`config.mk`:
```
export PLATFORM = sky130hd
export DESIGN_NAME = dch_prio_arb
export DESIGN_NICKNAME = d
export VERILOG_FILES = /design/src/rtl/dch_arb_pkg.sv /design/src/rtl/dch_ones_cnt.sv /design/src/rtl/dch_grant_fsm.sv /design/src/rtl/dch_echo_lanes.sv /design/src/rtl/dch_prio_arb.sv
export SDC_FILE = /design/constraint.sdc
export NUM_CORES = 1
export LEC_CHECK = 0
export BUFFER_PORTS_ARGS = -buffer_cell sky130_fd_sc_hd__buf_2
export CAP_MARGIN = 30
export CORE_AREA = 2 2 39 41
export CTS_CLUSTER_DIAMETER = 100
export CTS_CLUSTER_SIZE = 12
export DETAILED_ROUTE_END_ITERATION = 10
export DIE_AREA = 0 0 41 43
export PLACE_DENSITY = 0.69
export SLEW_MARGIN = 0
export SYNTH_ARGS = -nofsm -noshare
export SYNTH_HDL_FRONTEND = slang
export SYNTH_SLANG_ARGS = --single-unit
export TNS_END_PERCENT = 50
```
`constraint.sdc`:
```
create_clock -name clk -period 5.9 [get_ports clk]
set_input_delay 1.18 -clock clk [delete_from_list [all_inputs] [get_ports clk]]
set_output_delay 1.18 -clock clk [all_outputs]
set_load 0.01 [all_outputs]
```
`src/rtl/dch_arb_pkg.sv`:
```
package dch_arb_pkg;
   typedef enum logic {
      ARB_IDLE  = 1'b0,
      ARB_GRANT = 1'b1
   } arb_state_e;
endpackage

```
`src/rtl/dch_ones_cnt.sv`:
```
module dch_ones_cnt #(
   parameter int LANES  = 2,
   parameter int THR_LO = 8,
   parameter int THR_HI = 10,
   localparam int CNT_W = $clog2(THR_HI + 1)
) (
   input  logic             clk,
   input  logic             rst_n,
   input  logic             stb,
   input  logic [LANES-1:0] bits_in,
   input  logic             prio_hi,
   output logic [CNT_W-1:0] cnt_next,
   output logic             at_thr
);
   logic [CNT_W-1:0] cnt_q;
   logic [CNT_W-1:0] thr;

   assign thr = prio_hi ? CNT_W'(THR_HI) : CNT_W'(THR_LO);

   always_comb begin
      cnt_next = cnt_q;
      for (int i = 0; i < LANES; i++) begin
         if (!bits_in[i])          cnt_next = '0;
         else if (cnt_next >= thr) cnt_next = thr;
         else                      cnt_next = cnt_next + 1'b1;
      end
   end

   assign at_thr = (cnt_next >= thr);

   always_ff @(posedge clk or negedge rst_n) begin
      if (!rst_n)   cnt_q <= '0;
      else if (stb) cnt_q <= cnt_next;
   end


   cnt_sat_chk: assert property (@(posedge clk) disable iff (!rst_n)
      cnt_q <= CNT_W'(THR_HI));


   cnt_hold_chk: assert property (@(posedge clk) disable iff (!rst_n)
      !$past(stb) |-> $stable(cnt_q));
endmodule

```
`src/rtl/dch_grant_fsm.sv`:
```
module dch_grant_fsm
   import dch_arb_pkg::*;
(
   input  logic clk,
   input  logic rst_n,
   input  logic stb,
   input  logic at_thr,
   input  logic req_n,
   input  logic en,
   output logic grant
);
   arb_state_e st_q, st_d;

   always_comb begin
      st_d = st_q;
      if (!en) begin
         st_d = ARB_IDLE;
      end else begin
         unique case (st_q)
            ARB_IDLE:  if (stb && !req_n && at_thr) st_d = ARB_GRANT;
            ARB_GRANT: if (req_n)                   st_d = ARB_IDLE;
            default:                                st_d = ARB_IDLE;
         endcase
      end
   end

   always_ff @(posedge clk or negedge rst_n) begin
      if (!rst_n) st_q <= ARB_IDLE;
      else        st_q <= st_d;
   end

   assign grant = (st_q == ARB_GRANT);


   grant_thr_chk: assert property (@(posedge clk) disable iff (!rst_n)
      $rose(grant) |-> $past(at_thr && stb && !req_n && en));


   release_chk: assert property (@(posedge clk) disable iff (!rst_n)
      (grant && req_n) |=> !grant);
endmodule

```
`src/rtl/dch_echo_lanes.sv`:
```
module dch_echo_lanes #(
   parameter int LANES = 2
) (
   input  logic             clk,
   input  logic             rst_n,
   input  logic             stb,
   input  logic [LANES-1:0] bits_in,
   input  logic             invert,
   output logic [LANES-1:0] echo
);
   for (genvar g = 0; g < LANES; g++) begin : g_lane
      always_ff @(posedge clk or negedge rst_n) begin
         if (!rst_n)   echo[g] <= 1'b0;
         else if (stb) echo[g] <= bits_in[g] ^ invert;
      end
   end


   echo_inv_chk: assert property (@(posedge clk) disable iff (!rst_n)
      $past(stb) |-> (echo == ($past(bits_in) ^ {LANES{$past(invert)}})));


   echo_hold_chk: assert property (@(posedge clk) disable iff (!rst_n)
      !$past(stb) |-> $stable(echo));
endmodule

```
`src/rtl/dch_prio_arb.sv`:
```
module dch_prio_arb #(
   parameter int LANES  = 2,
   parameter int THR_LO = 8,
   parameter int THR_HI = 10
) (
   input  logic             clk,
   input  logic             rst_n,
   input  logic             frame_stb,
   input  logic [LANES-1:0] d_up,
   input  logic             loc_req_n,
   input  logic             prio_hi,
   input  logic             arb_en,
   output logic             stop_go,
   output logic [LANES-1:0] echo_dn
);
   localparam int CNT_W = $clog2(THR_HI + 1);

   if (LANES < 1) begin : g_bad_lanes
      $error("dch_prio_arb: LANES must be at least 1");
   end
   if (THR_LO < 1 || THR_LO >= THR_HI) begin : g_bad_thr
      $error("dch_prio_arb: need 1 <= THR_LO < THR_HI");
   end

   logic [CNT_W-1:0] cnt_next;
   logic             at_thr;
   logic             grant_q;
   logic             grant_eff;

   dch_ones_cnt #(
      .LANES (LANES),
      .THR_LO(THR_LO),
      .THR_HI(THR_HI)
   ) u_cnt (
      .clk     (clk),
      .rst_n   (rst_n),
      .stb     (frame_stb),
      .bits_in (d_up),
      .prio_hi (prio_hi),
      .cnt_next(cnt_next),
      .at_thr  (at_thr)
   );

   dch_grant_fsm u_fsm (
      .clk   (clk),
      .rst_n (rst_n),
      .stb   (frame_stb),
      .at_thr(at_thr),
      .req_n (loc_req_n),
      .en    (arb_en),
      .grant (grant_q)
   );

   assign grant_eff = grant_q & arb_en;
   assign stop_go   = ~grant_eff;

   dch_echo_lanes #(
      .LANES(LANES)
   ) u_echo (
      .clk    (clk),
      .rst_n  (rst_n),
      .stb    (frame_stb),
      .bits_in(d_up),
      .invert (grant_eff),
      .echo   (echo_dn)
   );


   disabled_stop_chk: assert property (@(posedge clk) disable iff (!rst_n)
      !arb_en |-> stop_go);


   go_needs_req_chk: assert property (@(posedge clk) disable iff (!rst_n)
      $fell(stop_go) |-> $past(!loc_req_n && frame_stb));
endmodule

```
==> metrics.md <==
| Metric | Value |
|---|---|
| Status | `finished, final reports clean` |
| Placed cell area | `669 um^2` |
| Most frequent cells in the layout | `10 x buf_2, 7 x nor2_1, 7 x dfrtp_1` |
| Worst-Margin Slew | `0.408 ns` |
| Maximum clock frequency | `249 MHz` |
| Initial DRT Pass Iterations | `4` |
| Max VDD drop | `0.116 mV` |
| Pwr dens | `248 nW/um^2` |
| Commonest non-fill, non-tap cell in the layout | `buf_2` |
| Core Area | `1380 um^2` |
| Worst skew pair latency | `0.24 ns` |
| Routed via count | `584` |
| DPL Wire Length | `1070 um` |
| CTS resizes | `0` |
| Clock Path Buffers | `2` |
| Clock Root Buffer | `clkbuf_4` |
| Initial antenna violation count | `0` |
| Hold_buf cts | `0` |
| Placed Instances | `99` |
| Clock sink total | `7` |
| Critical path arrival | `4.17 ns` |
| Initial Util | `43.9%` |
| Worst Path Required | `6.06 ns` |
| # H-tree levels | `1` |
| Final WL | `1260 um` |
| Post-synth design cell area | `607 um^2` |
| Adder-Cell Fraction of Synth Area | `10.3%` |
| # diodes | `0` |
| Die width | `41 um` |
| CP Capture Type | `flip-flop` |
| Vias in the first global route | `514` |
| Largest net degree at the start of global routing | `13` |
| Die area | `1760 um^2` |
| Syn Area/Cell | `8.09 um^2` |
| Routed wire per std cell | `12.3 um` |
| Relative slew margins | `72.7%` |
| Area Overhead vs Synth | `14.6%` |
| GR Overflow Total | `0` |
| Max Slew Vio Count | `0` |
| Synth Register Bits | `7` |
| CP max FO | `5` |
| Port Buffers | `10` |
| Site row count | `14` |
| # setup viols final | `0` |
| Setup TNS | `0 ns` |
| Critical R2R Launch | `u_cnt.cnt_q[1]` |
| Mux cell area share after synthesis | `1.65%` |
| Hold crit path type | `flip-flop to flip-flop` |
| RSZ-0062 raised after global routing | `false` |
| Num CTS Buffers | `3` |
| Tmin final | `4.01 ns` |
| Starting DRT DRC Count | `10` |
| RD Place Congestion | `0.781` |
| Crit start category | `input pin` |
| Pwr Total | `173 uW` |
| Final Cycle Share | `68.0%` |
| Synth cell types | `27` |
| Post-CTS Setup Bufs | `0` |
| Fin Clk Skew | `0.000233 ns` |
| Kind of critical path | `input pin to flip-flop` |
| Antenna viol nets, final | `0` |
| Clock-pin slew on the worst setup and hold paths | `0.05 ns` |
| Final instance area | `696 um^2` |
| CP cell instances | `buf_2 -> ha_1 -> nor2b_1 -> o21a_1 -> mux2i_1 -> nand2b_1 -> ha_1 -> and2_1 -> a221o_1 -> a21oi_2 -> o21ai_0 -> and2_1 -> ha_1 -> o311ai_0 -> a31oi_1` |
| CTS tree | `yes` |
| Synth Net Count | `88` |
| Crit path buf inv count | `1` |
| Synth Area in Simple Gates | `24.5%` |
| Hold path startpoint | `u_echo.echo[0]` |
| Synthesized instance count | `75` |
| Die height | `43 um` |
| Pleak | `0.000318 uW` |
| Main combinational cell family by area after synthesis | `compound AO/OA/AOI/OAI gates` |
| Total Routing Usage GR | `18.4%` |
| Slowest stage delay, CP | `0.33 ns` |
| Max Cap Viol | `0` |
| Warnings, synthesis | `0` |
| Compound-Gate Fraction of Synth Area | `26.0%` |
| Final hold violations | `0` |
| Sequential area share after synthesis | `28.9%` |
| # DRC | `0` |
| Crit path from | `prio_hi` |
| Non-Filler Instances | `103` |
| CP dominant cell by count | `ha_1` |
| # IOs | `11` |
| Share of post-route cells with drive strength above 1 | `16.1%` |
| Delay-heaviest family, CP | `compound AO/OA/AOI/OAI gates` |
| Final Net Count | `101` |
| Vias per cell | `5.67` |
| Global-route wire length before repair | `2150 um` |
| XOR/XNOR Fraction of Synth Area | `4.33%` |
| Slowest cell on the critical path | `ha_1` |
[where the power goes]
group / switching (uW) / leakage, uW / internal, uW
Combinational: 38.4 / 0.000217 / 31.1
Sequential: 7.28 / 0.0000861 / 54.1
Clock: 16.1 / 0.0000150 / 25.7
[flip-flops by register name (all words and copies together) (netlist names)]
register,flops
u_cnt.cnt_q,4
u_echo.echo,2
u_fsm.grant,1
[worst reg2reg max path, cell delays in order (launching register included)]
cell      delay, ns
dfrtp_1        0.40
inv_1          0.06
ha_1           0.28
nor2b_1        0.14
o21a_1         0.23
mux2i_1        0.13
nand2b_1       0.16
ha_1           0.33
and2_1         0.17
a221o_1        0.31
a21oi_2        0.15
o21ai_0        0.13
and2_1         0.18
ha_1           0.26
o311ai_0       0.14
a31oi_1        0.22
[final timing paths]
| check | endpoint | slack (ns) | cells past startpoint |
|---|---|---|---|
| worst min register to register | u_echo.echo[0] | 0.52 | 2 |
| worst max-delay path | u_fsm.grant | 1.89 | 15 |
| worst min-delay path | u_echo.echo[0] | 0.52 | 2 |
| worst max register to register | u_fsm.grant | 2.52 | 15 |
| min in group asynchronous | u_fsm.grant | 0.75 | 1 |
| max in group asynchronous | u_cnt.cnt_q[0] | 5.00 | 1 |
[logic make-up after synthesis]
kind of cell	after synthesis
simple gates	28
compound gates	24
buf+inv	7
flops	7
fa+ha+maj	5
xor+xnor	3
mux	1
[cells in the mapped netlist]
| master | number | area [um^2] |
|---|---|---|
| a31oi_1 | 3 | 18.8 |
| nand2b_1 | 5 | 31.3 |
| o2111ai_1 | 1 | 8.76 |
| nor2_1 | 7 | 26.3 |
| inv_1 | 5 | 18.8 |
| ha_1 | 5 | 62.6 |
| a22oi_1 | 1 | 7.51 |
| a21oi_1 | 4 | 20.0 |
| nand2_1 | 4 | 15.0 |
| xnor2_1 | 1 | 8.76 |
| dfrtp_1 | 7 | 175 |
| nor4_1 | 1 | 6.26 |
| o21a_1 | 2 | 15.0 |
| nor2b_1 | 3 | 18.8 |
| or3b_1 | 1 | 8.76 |
| and2_1 | 4 | 25.0 |
| mux2i_1 | 1 | 10.0 |
| a21o_1 | 1 | 7.51 |
| xor2_1 | 2 | 17.5 |
| o21ai_0 | 6 | 30.0 |
| o311ai_0 | 1 | 8.76 |
| nand3_1 | 2 | 10.0 |
| clkbuf_1 | 2 | 7.51 |
| a221o_1 | 1 | 10.0 |
| a21oi_2 | 1 | 8.76 |
| and2b_1 | 1 | 7.51 |
| a211oi_1 | 3 | 22.5 |
[layout make-up]
class                   count  area [um^2]
well taps                  16         20.0
inverters                   5         18.8
fillers                   141          688
flip-flops and latches      7          175
clock buffers               4         26.3
multi-input cells          61          405
repair buffers             10         50.0
[through the flow]
step                worst slack, ns  hold WS, ns  util (%)
finish                         1.89        0.517      50.3
floorplan                      2.12        0.524         -
global placement               1.68        0.502      48.4
detailed placement             1.62        0.516      48.4
CTS                            1.88        0.530      50.3
global route                   1.71        0.575      50.3
[routing by layer]
metal | GRT usage (%) | up-vias | share of wire, %
met4 | 14.0 | 0 | 4.7
met2 | 25.9 | 25 | 45
met1 | 21.5 | 259 | 44
met5 | 0 | - | 0
met3 | 6.81 | 9 | 5.6
li1 | - | 291 | -
No activity file was read; power rests on OpenSTA's default activity.
